**config.mk**
```make
export PLATFORM = sky130hd
export DESIGN_NAME = nic_csr_bank
export DESIGN_NICKNAME = d
export VERILOG_FILES = /design/src/rtl/csr_bank_pkg.sv /design/src/rtl/csr_evt_flags.sv /design/src/rtl/csr_cfg_store.sv /design/src/rtl/csr_read_port.sv /design/src/rtl/nic_csr_bank.sv
export SDC_FILE = /design/constraint.sdc
export NUM_CORES = 1
export LEC_CHECK = 0
export BUFFER_PORTS_ARGS = -buffer_cell sky130_fd_sc_hd__clkbuf_2
export CORE_UTILIZATION = 30
export CTS_CLUSTER_SIZE = 10
export DETAILED_ROUTE_END_ITERATION = 16
export SYNTH_ARGS = -nofsm -noshare
export SYNTH_HDL_FRONTEND = slang
export SYNTH_HIERARCHICAL = 1
export SYNTH_SLANG_ARGS = --single-unit
export TNS_END_PERCENT = 5
```
**constraint.sdc**
```tcl
create_clock -name clk_i -period 1.66 [get_ports clk_i]
set_input_delay 0.332 -clock clk_i [delete_from_list [all_inputs] [get_ports clk_i]]
set_output_delay 0.332 -clock clk_i [all_outputs]
set_load 0.005 [all_outputs]
```
**src/rtl/csr_bank_pkg.sv**
```systemverilog
package csr_bank_pkg;
    localparam int ADR_CTRL  = 0;
    localparam int ADR_FLAG  = 1;
    localparam int ADR_MASK  = 2;
    localparam int ADR_RING  = 3;
    localparam int ADR_FILT  = 4;

    localparam int CTRL_STOP = 0;
    localparam int CTRL_IEN  = 1;
    localparam int CTRL_SUM  = 7;

    localparam int LEN_W     = 4;
    localparam int TX_LSB    = 12;
    localparam int RX_LSB    = 8;

    typedef struct packed {
        logic stop;
        logic ien;
    } ctrl_t;
endpackage

```
**src/rtl/csr_evt_flags.sv**
```systemverilog
module csr_evt_flags #(
    parameter int N = 4
) (
    input  logic         clk_i,
    input  logic         rst_ni,
    input  logic [N-1:0] evt_i,
    input  logic         clr_all_i,
    input  logic [N-1:0] w1c_i,
    input  logic         mask_we_i,
    input  logic [N-1:0] mask_wdata_i,
    output logic [N-1:0] flags_o,
    output logic [N-1:0] mask_o,
    output logic [N-1:0] rise_o,
    output logic         pend_o
);
    typedef struct packed {
        logic [N-1:0] prev;
        logic [N-1:0] flags;
        logic [N-1:0] mask;
    } st_t;

    st_t st_d, st_q;
    logic [N-1:0] rise;
    logic [N-1:0] live;

    for (genvar i = 0; i < N; i++) begin : g_bit
        assign rise[i] = evt_i[i] & ~st_q.prev[i];
        assign live[i] = st_q.flags[i] & ~st_q.mask[i];
    end

    always_comb begin
        st_d      = st_q;
        st_d.prev = evt_i;
        if (clr_all_i) begin
            st_d.flags = '0;
        end else begin
            st_d.flags = (st_q.flags & ~w1c_i) | rise;
        end
        if (mask_we_i) begin
            st_d.mask = mask_wdata_i;
        end
    end

    always_ff @(posedge clk_i or negedge rst_ni) begin
        if (!rst_ni) begin
            st_q.prev  <= '0;
            st_q.flags <= '0;
            st_q.mask  <= '1;
        end else begin
            st_q <= st_d;
        end
    end

    assign flags_o = st_q.flags;
    assign mask_o  = st_q.mask;
    assign rise_o  = rise;
    assign pend_o  = |live;
endmodule

```
**src/rtl/csr_cfg_store.sv**
```systemverilog
module csr_cfg_store #(
    parameter int DATA_W     = 16,
    parameter int FILT_WORDS = 4,
    parameter int LEN_W      = 4,
    localparam int IDX_W     = (FILT_WORDS > 1) ? $clog2(FILT_WORDS) : 1,
    localparam int FILT_W    = FILT_WORDS * DATA_W
) (
    input  logic              clk_i,
    input  logic              rst_ni,
    input  logic              init_ld_i,
    input  logic [LEN_W-1:0]  init_txlen_i,
    input  logic [LEN_W-1:0]  init_rxlen_i,
    input  logic [FILT_W-1:0] init_filt_i,
    input  logic              wr_en_i,
    input  logic [IDX_W-1:0]  wr_idx_i,
    input  logic [DATA_W-1:0] wdata_i,
    output logic [LEN_W-1:0]  txlen_o,
    output logic [LEN_W-1:0]  rxlen_o,
    output logic [FILT_W-1:0] filt_o
);
    typedef struct packed {
        logic [LEN_W-1:0]  txlen;
        logic [LEN_W-1:0]  rxlen;
        logic [FILT_W-1:0] filt;
    } cfg_t;

    cfg_t cfg_d, cfg_q;

    always_comb begin
        cfg_d = cfg_q;
        for (int w = 0; w < FILT_WORDS; w++) begin
            if (wr_en_i && (32'(wr_idx_i) == w)) begin
                cfg_d.filt[w*DATA_W +: DATA_W] = wdata_i;
            end
        end
        if (init_ld_i) begin
            cfg_d.txlen = init_txlen_i;
            cfg_d.rxlen = init_rxlen_i;
            cfg_d.filt  = init_filt_i;
        end
    end

    always_ff @(posedge clk_i or negedge rst_ni) begin
        if (!rst_ni) begin
            cfg_q <= '0;
        end else begin
            cfg_q <= cfg_d;
        end
    end

    assign txlen_o = cfg_q.txlen;
    assign rxlen_o = cfg_q.rxlen;
    assign filt_o  = cfg_q.filt;
endmodule

```
**src/rtl/csr_read_port.sv**
```systemverilog
module csr_read_port #(
    parameter int N          = 4,
    parameter int ADDR_W     = 4,
    parameter int DATA_W     = 16,
    parameter int FILT_WORDS = 4,
    localparam int FILT_W    = FILT_WORDS * DATA_W,
    localparam int LEN_W     = csr_bank_pkg::LEN_W
) (
    input  logic              clk_i,
    input  logic              rst_ni,
    input  logic              rd_en_i,
    input  logic [ADDR_W-1:0] addr_i,
    input  logic              stop_i,
    input  logic              ien_i,
    input  logic              pend_i,
    input  logic [N-1:0]      flags_i,
    input  logic [N-1:0]      mask_i,
    input  logic [LEN_W-1:0]  txlen_i,
    input  logic [LEN_W-1:0]  rxlen_i,
    input  logic [FILT_W-1:0] filt_i,
    output logic [DATA_W-1:0] rdata_o
);
    import csr_bank_pkg::*;

    typedef struct packed {
        logic [DATA_W-1:0] rdata;
    } rd_t;

    rd_t rd_d, rd_q;
    logic [DATA_W-1:0] sel;
    int unsigned       a;

    always_comb begin
        a   = 32'(addr_i);
        sel = '0;
        if (a == ADR_CTRL) begin
            sel[CTRL_STOP] = stop_i;
            sel[CTRL_IEN]  = ien_i;
            sel[CTRL_SUM]  = pend_i;
        end else if (a == ADR_FLAG) begin
            sel[N-1:0] = flags_i;
        end else if (a == ADR_MASK) begin
            sel[N-1:0] = mask_i;
        end else if (a == ADR_RING) begin
            if (stop_i) begin
                sel[TX_LSB +: LEN_W] = txlen_i;
                sel[RX_LSB +: LEN_W] = rxlen_i;
            end
        end else begin
            for (int w = 0; w < FILT_WORDS; w++) begin
                if (stop_i && (a == ADR_FILT + w)) begin
                    sel = filt_i[w*DATA_W +: DATA_W];
                end
            end
        end
    end

    always_comb begin
        rd_d = rd_q;
        if (rd_en_i) begin
            rd_d.rdata = sel;
        end
    end

    always_ff @(posedge clk_i or negedge rst_ni) begin
        if (!rst_ni) begin
            rd_q <= '0;
        end else begin
            rd_q <= rd_d;
        end
    end

    assign rdata_o = rd_q.rdata;
endmodule

```
**src/rtl/nic_csr_bank.sv**
```systemverilog
module nic_csr_bank #(
    parameter int NUM_EVT    = 4,
    parameter int ADDR_W     = 4,
    parameter int DATA_W     = 16,
    parameter int FILT_WORDS = 4,
    localparam int LEN_W     = csr_bank_pkg::LEN_W,
    localparam int FILT_W    = FILT_WORDS * DATA_W,
    localparam int IDX_W     = (FILT_WORDS > 1) ? $clog2(FILT_WORDS) : 1
) (
    input  logic              clk_i,
    input  logic              rst_ni,
    input  logic [ADDR_W-1:0] addr_i,
    input  logic              wr_en_i,
    input  logic [DATA_W-1:0] wdata_i,
    input  logic              rd_en_i,
    output logic [DATA_W-1:0] rdata_o,
    input  logic [NUM_EVT-1:0] evt_i,
    input  logic              init_ld_i,
    input  logic [LEN_W-1:0]  init_txlen_i,
    input  logic [LEN_W-1:0]  init_rxlen_i,
    input  logic [FILT_W-1:0] init_filt_i,
    output logic              irq_o
);
    import csr_bank_pkg::*;

    ctrl_t ctrl_d, ctrl_q;

    logic               wr_ctrl, wr_flag, wr_mask, wr_filt, stop_set;
    logic [NUM_EVT-1:0] w1c, flags, mask, evt_rise;
    logic               pend;
    logic [IDX_W-1:0]   filt_idx;
    logic [LEN_W-1:0]   txlen, rxlen;
    logic [FILT_W-1:0]  filt;
    logic               stop_now, ien_now;
    int unsigned        a;

    always_comb begin
        a        = 32'(addr_i);
        wr_ctrl  = wr_en_i && (a == ADR_CTRL);
        wr_flag  = wr_en_i && (a == ADR_FLAG);
        wr_mask  = wr_en_i && (a == ADR_MASK);
        wr_filt  = wr_en_i && ctrl_q.stop && (a >= ADR_FILT) && (a < ADR_FILT + FILT_WORDS);
        stop_set = wr_ctrl && wdata_i[CTRL_STOP];
        w1c      = wr_flag ? wdata_i[NUM_EVT-1:0] : '0;
        filt_idx = IDX_W'(a - ADR_FILT);
    end

    always_comb begin
        ctrl_d = ctrl_q;
        if (wr_ctrl) begin
            ctrl_d.stop = wdata_i[CTRL_STOP];
            ctrl_d.ien  = wdata_i[CTRL_IEN];
        end
    end

    always_ff @(posedge clk_i or negedge rst_ni) begin
        if (!rst_ni) begin
            ctrl_q.stop <= 1'b1;
            ctrl_q.ien  <= 1'b0;
        end else begin
            ctrl_q <= ctrl_d;
        end
    end

    assign stop_now = ctrl_q.stop;
    assign ien_now  = ctrl_q.ien;

    csr_evt_flags #(.N(NUM_EVT)) u_flags (
        .clk_i        (clk_i),
        .rst_ni       (rst_ni),
        .evt_i        (evt_i),
        .clr_all_i    (stop_set),
        .w1c_i        (w1c),
        .mask_we_i    (wr_mask),
        .mask_wdata_i (wdata_i[NUM_EVT-1:0]),
        .flags_o      (flags),
        .mask_o       (mask),
        .rise_o       (evt_rise),
        .pend_o       (pend)
    );

    csr_cfg_store #(.DATA_W(DATA_W), .FILT_WORDS(FILT_WORDS), .LEN_W(LEN_W)) u_cfg (
        .clk_i        (clk_i),
        .rst_ni       (rst_ni),
        .init_ld_i    (init_ld_i),
        .init_txlen_i (init_txlen_i),
        .init_rxlen_i (init_rxlen_i),
        .init_filt_i  (init_filt_i),
        .wr_en_i      (wr_filt),
        .wr_idx_i     (filt_idx),
        .wdata_i      (wdata_i),
        .txlen_o      (txlen),
        .rxlen_o      (rxlen),
        .filt_o       (filt)
    );

    csr_read_port #(.N(NUM_EVT), .ADDR_W(ADDR_W), .DATA_W(DATA_W), .FILT_WORDS(FILT_WORDS)) u_rd (
        .clk_i   (clk_i),
        .rst_ni  (rst_ni),
        .rd_en_i (rd_en_i),
        .addr_i  (addr_i),
        .stop_i  (ctrl_q.stop),
        .ien_i   (ctrl_q.ien),
        .pend_i  (pend),
        .flags_i (flags),
        .mask_i  (mask),
        .txlen_i (txlen),
        .rxlen_i (rxlen),
        .filt_i  (filt),
        .rdata_o (rdata_o)
    );

    assign irq_o = ctrl_q.ien & pend;
endmodule

```
==> flow_summary_export.csv, run 1 <==
group,metric,value,unit
run_status,status,"finished with violations",
run_status,violations,"negative setup slack",
placed_design,portBuffers,117,
placed_design,pre_cts_slack,-62.3,ps
floorplan,initial_utilization,30.6,%
job,maxCapViolCount,0,
finish,fin_util,38.2,%
timing,period_minus_slack,1740,ps
synth,yosysTopAreaCell,"dfrtp_1",
critical_path,max_stage_delay,530,ps
pwr,vdd_ir_drop_max,0.539,mV
grt,antenna_found_initial,0,
critical_path,reg2reg_to,"u_cfg/filt_o[5]",
drt,ant_nets,0,
finish,syn_to_final_growth,25.0,%
critical_path,worst-setup-path-type,"register to output port",
synth,async_reset_ff_share,100,%
clock_tree,cts_buffers,9,
critical_path,worstPathArrival,1410,ps
finish,n_antenna_cell,0,
synth,synth_edf_count,0,
clock_tree,path_clk_slew,70,ps
timing,slew_violations,0,
timing,hold_violations,0,
synth,ys_top_cells_by_area,"dfrtp_1, nand2_1, mux2_1, mux2_2, mux4_2",
clock_tree,clkLatencyLatePin,350,ps
timing,clock_skew,8.98,ps
clock_tree,clockBufferDepth,2,
critical_path,reg2reg_from,"stop_now",
critical_path,cp_max_fo,2,
floorplan,ios,118,
critical_path,reg2regPathDepth,5,
timing,period_share,105,%
synth,ys_seq_area_share,46.8,%
timing,tightest_slew,573,ps
synth,synth_cells,528,
clock_tree,htreeDepth,3,
timing,fmax,574,MHz
finish,nNetsFinal,762,
synth,synthFlopType,"dfrtp_1",
drt,drt_wl_total,14000,um
drt,firstDrtPassIters,4,
timing,worst_slack,-82.6,ps
drt,drc,0,
synth,netlist_top_cells_count,"nand2_1, dfrtp_1, mux2_1",
critical_path,start_kind,"register",
synth,syn_nets,629,
synth,synthDominantCellAreaShare,44.4,%
finish,final_layout_size_suffix_gt1_share,36.4,%
grt,track_usage,16.1,%
drt,avgViaCountPerCell,4.72,
clock_tree,clock-sinks,102,
pwr,power_density,899,nW/um^2
drt,drt-initial-drc-count,204,
placed_design,gp_congestion,0.798,
grt,grt_pass1_wl,22500,um
critical_path,regToRegSetupSlack,60,ps
critical_path,crit_chain,"nand2b_4, o2111ai_4, and2_4, clkbuf_2",
synth,synth-seq-cells,102,
synth,avgSynthCellArea,10.4,um^2
critical_path,cp_slowest_cell,"dfstp_2",
min_path,hp-class,"input pin to async pin",
clock_tree,tritoncts,"done",
synth,ys_warn_count,6,
clock_tree,cts_root_buf,"clkbuf_16",
grt,gr-total-overflow,0,
critical_path,crit_path_end_kind,"output port",
timing,worst_hold_slack,22.3,ps
grt,first_global_vias,4188,
floorplan,rows,49,
critical_path,required,1330,ps
synth,synth_cell_types,51,
pwr,leakagePower,3.35,nW
synth,netlist_area,5470,um^2
drt,vias,4220,
timing,grt_setup_unrepaired,"yes",
synth,synth.most_common_cell,"nand2_1",
timing,setup_viol,1,
drt,wire_per_inst,15.7,um
floorplan,dieArea,18800,um^2
placed_design,hpwl,10800,um
timing,slew_headroom,61.8,%
floorplan,die_x,137,um
grt,grt_max_degree,103,
floorplan,core_area,17900,um^2
floorplan,fp.dieH,137,um
metal layers:
layer / track usage, % / vias to the layer above / wire, um
met3: 4.41 / 10 / 743
met5: 0 / - / 0
met4: 4.52 / 0 / 158
met1: 22.0 / 2026 / 6770
met2: 24.7 / 93 / 6370
li1: - / 2091 / -
sequential cells by signal, summed over array words and instances, names as in the netlist:
name             cells
ien_now              1
stop_now             1
u_cfg/filt_o        64
u_cfg/rxlen_o        4
u_cfg/txlen_o        4
u_flags/flags_o      4
u_flags/mask_o       4
u_flags/st_q         4
u_rd/rdata_o        16
kinds of logic after synthesis:
group,Yosys count,share of synthesized area [%]
flip-flops,102,46.8
multiplexers,72,16.2
AND/OR/NAND/NOR,212,18.7
AO/OA/AOI/OAI,96,13.1
buffers and inverters,46,5.24
stage by stage:
stage                     setup TNS (ps)  total power [mW]  instances  area [um^2]
after floorplan                        0              3.65        528         5470
after global placement              -682              4.10        875         6480
after detailed placement           -1370              4.12        875         6480
after CTS                          -93.7              6.22        893         6830
after global routing                -143              6.47        894         6840
final                              -82.6              6.15        894         6840
critical path: cells and delay by family (launching register included):
| kind | cells | cell delay, ps |
|---|---|---|
| compound gates | 1 | 140 |
| buf+inv | 1 | 100 |
| simple gates | 2 | 290 |
| flops | 1 | 530 |
report_power, final:
group          internal [mW]  total [mW]  switching, mW
Clock                   1.06        2.01          0.949
Combinational          0.628        1.19          0.558
Sequential              2.78        2.95          0.171
Total                   4.47        6.15           1.68
what timing repair did:
action | CTS | global route
setup buffers | 3 | 1
gates cloned | 0 | 0
pin swaps | 2 | 2
resized for setup | 7 | 2
hold buffers | 0 | 0
setup endpoints to repair | 42 | 33
area by class of cell:
class	instances	area, um^2
Clock buffer	11	243
Clock inverter	4	32.5
Fill cell	1794	11100
Inverter	7	26.3
Multi-Input combinational cell	380	2690
Sequential cell	102	2560
Tap cell	229	287
Timing Repair Buffer	161	1010
cell usage in the layout (no fill, tap or decap), types with 3 or more instances in the layout:
| cell | instances |
|---|---|
| a21o_1 | 16 |
| a21oi_1 | 20 |
| a222oi_1 | 7 |
| a22o_1 | 7 |
| a22oi_1 | 8 |
| a31oi_4 | 3 |
| and2_1 | 10 |
| buf_12 | 7 |
| buf_4 | 38 |
| clkbuf_16 | 9 |
| clkbuf_2 | 115 |
| dfrtp_1 | 97 |
| dfstp_2 | 5 |
| inv_1 | 5 |
| mux2_1 | 35 |
| mux2_2 | 28 |
| mux4_2 | 6 |
| nand2_1 | 143 |
| nand2b_1 | 17 |
| nand2b_4 | 4 |
| nand3_1 | 6 |
| nor2_1 | 3 |
| nor2b_1 | 8 |
| nor2b_2 | 4 |
| o21ai_0 | 15 |
| o21ba_1 | 4 |
worst max-delay path by stage:
stage | startpoint | end | slack (ps) | cells past startpoint
4_1_cts | u_flags/mask_o[0] | irq_o | -90 | 4
2_1_floorplan | stop_now | u_cfg/filt_o[10] | 4 | 5
5_1_grt | u_flags/mask_o[2] | irq_o | -140 | 4
3_5_place_dp | addr_i[3] | u_cfg/filt_o[22] | -60 | 6
3_3_place_gp | stop_now | u_cfg/filt_o[11] | -30 | 5
6_report | u_flags/mask_o[2] | irq_o | -80 | 4
(Power assumes the default switching activity.)
==> inputs of run 2 (changes only) <==
- clock period: 1.66 -> 2.26 ns (I/O delays scaled with it)
==> run 2 against run 1 <==
The run ends with design-rule violations left. Worst setup slack improved by 390 ps. Clock skew about the same. Global-route usage down 0.051 points. Sequential power down 27%. Cell count decreased by 1.8%. Largest power group unchanged. Sequential share of layout area grew 0.98 points. Critical endpoint is now u_cfg/filt_o[23]. Critical path depth increased by 1. First-iteration DRC count down 3.9%. Clock power down 21%. Power down 26%. Count of clock-buffer cells in the layout stayed put. Critical path type is now register to register.
==> flow_summary_export.csv, run 2 (synthesis results as in run 1) <==
group,metric,value,unit
timing,setup_viol,0,
min_path,hp-class,"input pin to async pin",
grt,track_usage,16.0,%
grt,antenna_found_initial,0,
clock_tree,tritoncts,"done",
critical_path,cp_slowest_cell,"dfstp_2",
floorplan,fp.dieH,137,um
timing,fin_tns_setup,0,ps
finish,nNetsFinal,745,
timing,period_share,86.6,%
critical_path,worstPathArrival,2190,ps
clock_tree,postCtsSetupBuffers,0,
clock_tree,cts_resized,0,
clock_tree,path_clk_slew,70,ps
critical_path,critPathTopFamily,"simple AND/OR/NAND/NOR gates",
grt,grt_pass1_wl,22300,um
clock_tree,htreeDepth,3,
finish,final.fill_count,1842,
floorplan,ios,118,
clock_tree,clock-sinks,102,
drt,firstDrtPassIters,11,
finish,fin_util,37.2,%
pwr,vdd_ir_drop_max,0.392,mV
clock_tree,clkLatencyLatePin,350,ps
placed_design,gp_congestion,0.799,
finish,final_common_cell,"nand2_1",
placed_design,portBuffers,117,
pwr,leakagePower,3.26,nW
critical_path,max_stage_delay,530,ps
placed_design,dp.cells,862,
finish,design_area,6670,um^2
timing,period_minus_slack,1960,ps
finish,final_cells,878,
clock_tree,ctsHoldBuffers,0,
finish,n_antenna_cell,0,
drt,drt_wl_total,13900,um
finish,syn_to_final_growth,21.8,%
floorplan,initial_utilization,30.6,%
drt,wire_per_inst,15.9,um
grt,grt_max_degree,47,
pwr,power_density,682,nW/um^2
drt,ant_nets,0,
floorplan,dieArea,18800,um^2
finish,largest_reg_flops,64,
timing,tightest_slew,651,ps
timing,grt_setup_unrepaired,"no",
placed_design,hpwl,10900,um
critical_path,crit_buf_inv,1,
placed_design,placed_area,6360,um^2
floorplan,rows,49,
timing,slew_violations,0,
floorplan,die_x,137,um
critical_path,crit_path_end_kind,"register",
timing,fmax,511,MHz
job,maxCapViolCount,0,
drt,drc,2,
clock_tree,clockBufferDepth,2,
timing,hold_violations,0,
finish,seqCellArea,2560,um^2
drt,avgViaCountPerCell,4.74,
critical_path,required,2490,ps
grt,first_global_vias,4112,
drt,vias,4166,
run_status,violations,"design-rule violations",
critical_path,reg2regPathDepth,5,
timing,slew_headroom,56.5,%
critical_path,worst-setup-path-type,"register to register",
clock_tree,cts_root_buf,"clkbuf_16",
critical_path,start_kind,"register",
finish,multiInputGateArea,2630,um^2
run_status,status,"finished with violations",
grt,gr-total-overflow,0,
finish,final_layout_size_suffix_gt1_share,33.6,%
drt,drt-initial-drc-count,196,
critical_path,regToRegSetupSlack,300,ps
critical_path,reg2reg_to,"u_cfg/filt_o[23]",
clock_tree,cts_buffers,9,
critical_path,reg2reg_from,"stop_now",
finish,mostFrequentLayoutCells,"nand2_1, clkbuf_2, dfrtp_1",
critical_path,crit_chain,"nand2_1, nor2_1, a31oi_4, buf_12, mux2_1",
timing,worst_hold_slack,69.3,ps
timing,clock_skew,8.80,ps
critical_path,cp_max_fo,10,
floorplan,core_area,17900,um^2
==> run 2: cell count changes in the layout (fill, tap and decap cells not counted), moves of 2 or more <==
| cell | previous run | this run |
|---|---|---|
| buf_12 | 7 | 5 |
| nand2b_4 | 4 | 1 |
| nand2b_1 | 17 | 20 |
| buf_4 | 38 | 23 |
==> run 2: layout make-up <==
| class | instances | area share, % |
|---|---|---|
| clock buffers | 11 | 3.64 |
| clock inverters | 5 | 0.976 |
| inverters | 7 | 0.394 |
| multi-input cells | 380 | 39.5 |
| flip-flops and latches | 102 | 38.4 |
| well taps | 229 | 4.30 |
| repair buffers | 144 | 12.8 |
==> run 2: power by group <==
part / switching [mW] / internal (mW) / leakage (nW)
Sequential: 0.118 / 2.04 / 1.24
Clock: 0.691 / 0.901 / 0.144
Combinational: 0.392 / 0.402 / 1.88
==> run 2: routing by layer <==
layer	wire length [um]	track usage, %
met5	0	0
met4	92	4.03
met3	816	4.48
met2	6380	24.7
met1	6650	22.0
==> run 2: worst reg2reg max path: stages, from the launching register on <==
cell and delay, ps:
dfstp_2 530, nand2_1 50, nor2_1 500, a31oi_4 250, buf_12 210, mux2_1 310
==> run 2: worst max path at each step <==
| stage | startpoint | end | slack (ps) | depth (start not counted) |
|---|---|---|---|---|
| after CTS | stop_now | u_cfg/filt_o[23] | 280 | 5 |
| after detailed placement | addr_i[3] | u_cfg/filt_o[23] | 30 | 6 |
| after floorplan | addr_i[3] | u_cfg/filt_o[10] | 410 | 5 |
| after global placement | addr_i[3] | u_cfg/filt_o[27] | 70 | 6 |
| after global routing | stop_now | u_rd/rdata_o[13] | 180 | 5 |
| final | stop_now | u_cfg/filt_o[23] | 300 | 5 |
==> run 2: per-stage QoR <==
step                      worst slack [ps]  total power, mW
after floorplan                        415             2.68
after global placement                70.3             2.98
after detailed placement              32.2             3.00
after CTS                              275             4.62
after global routing                   180             4.80
final                                  303             4.55
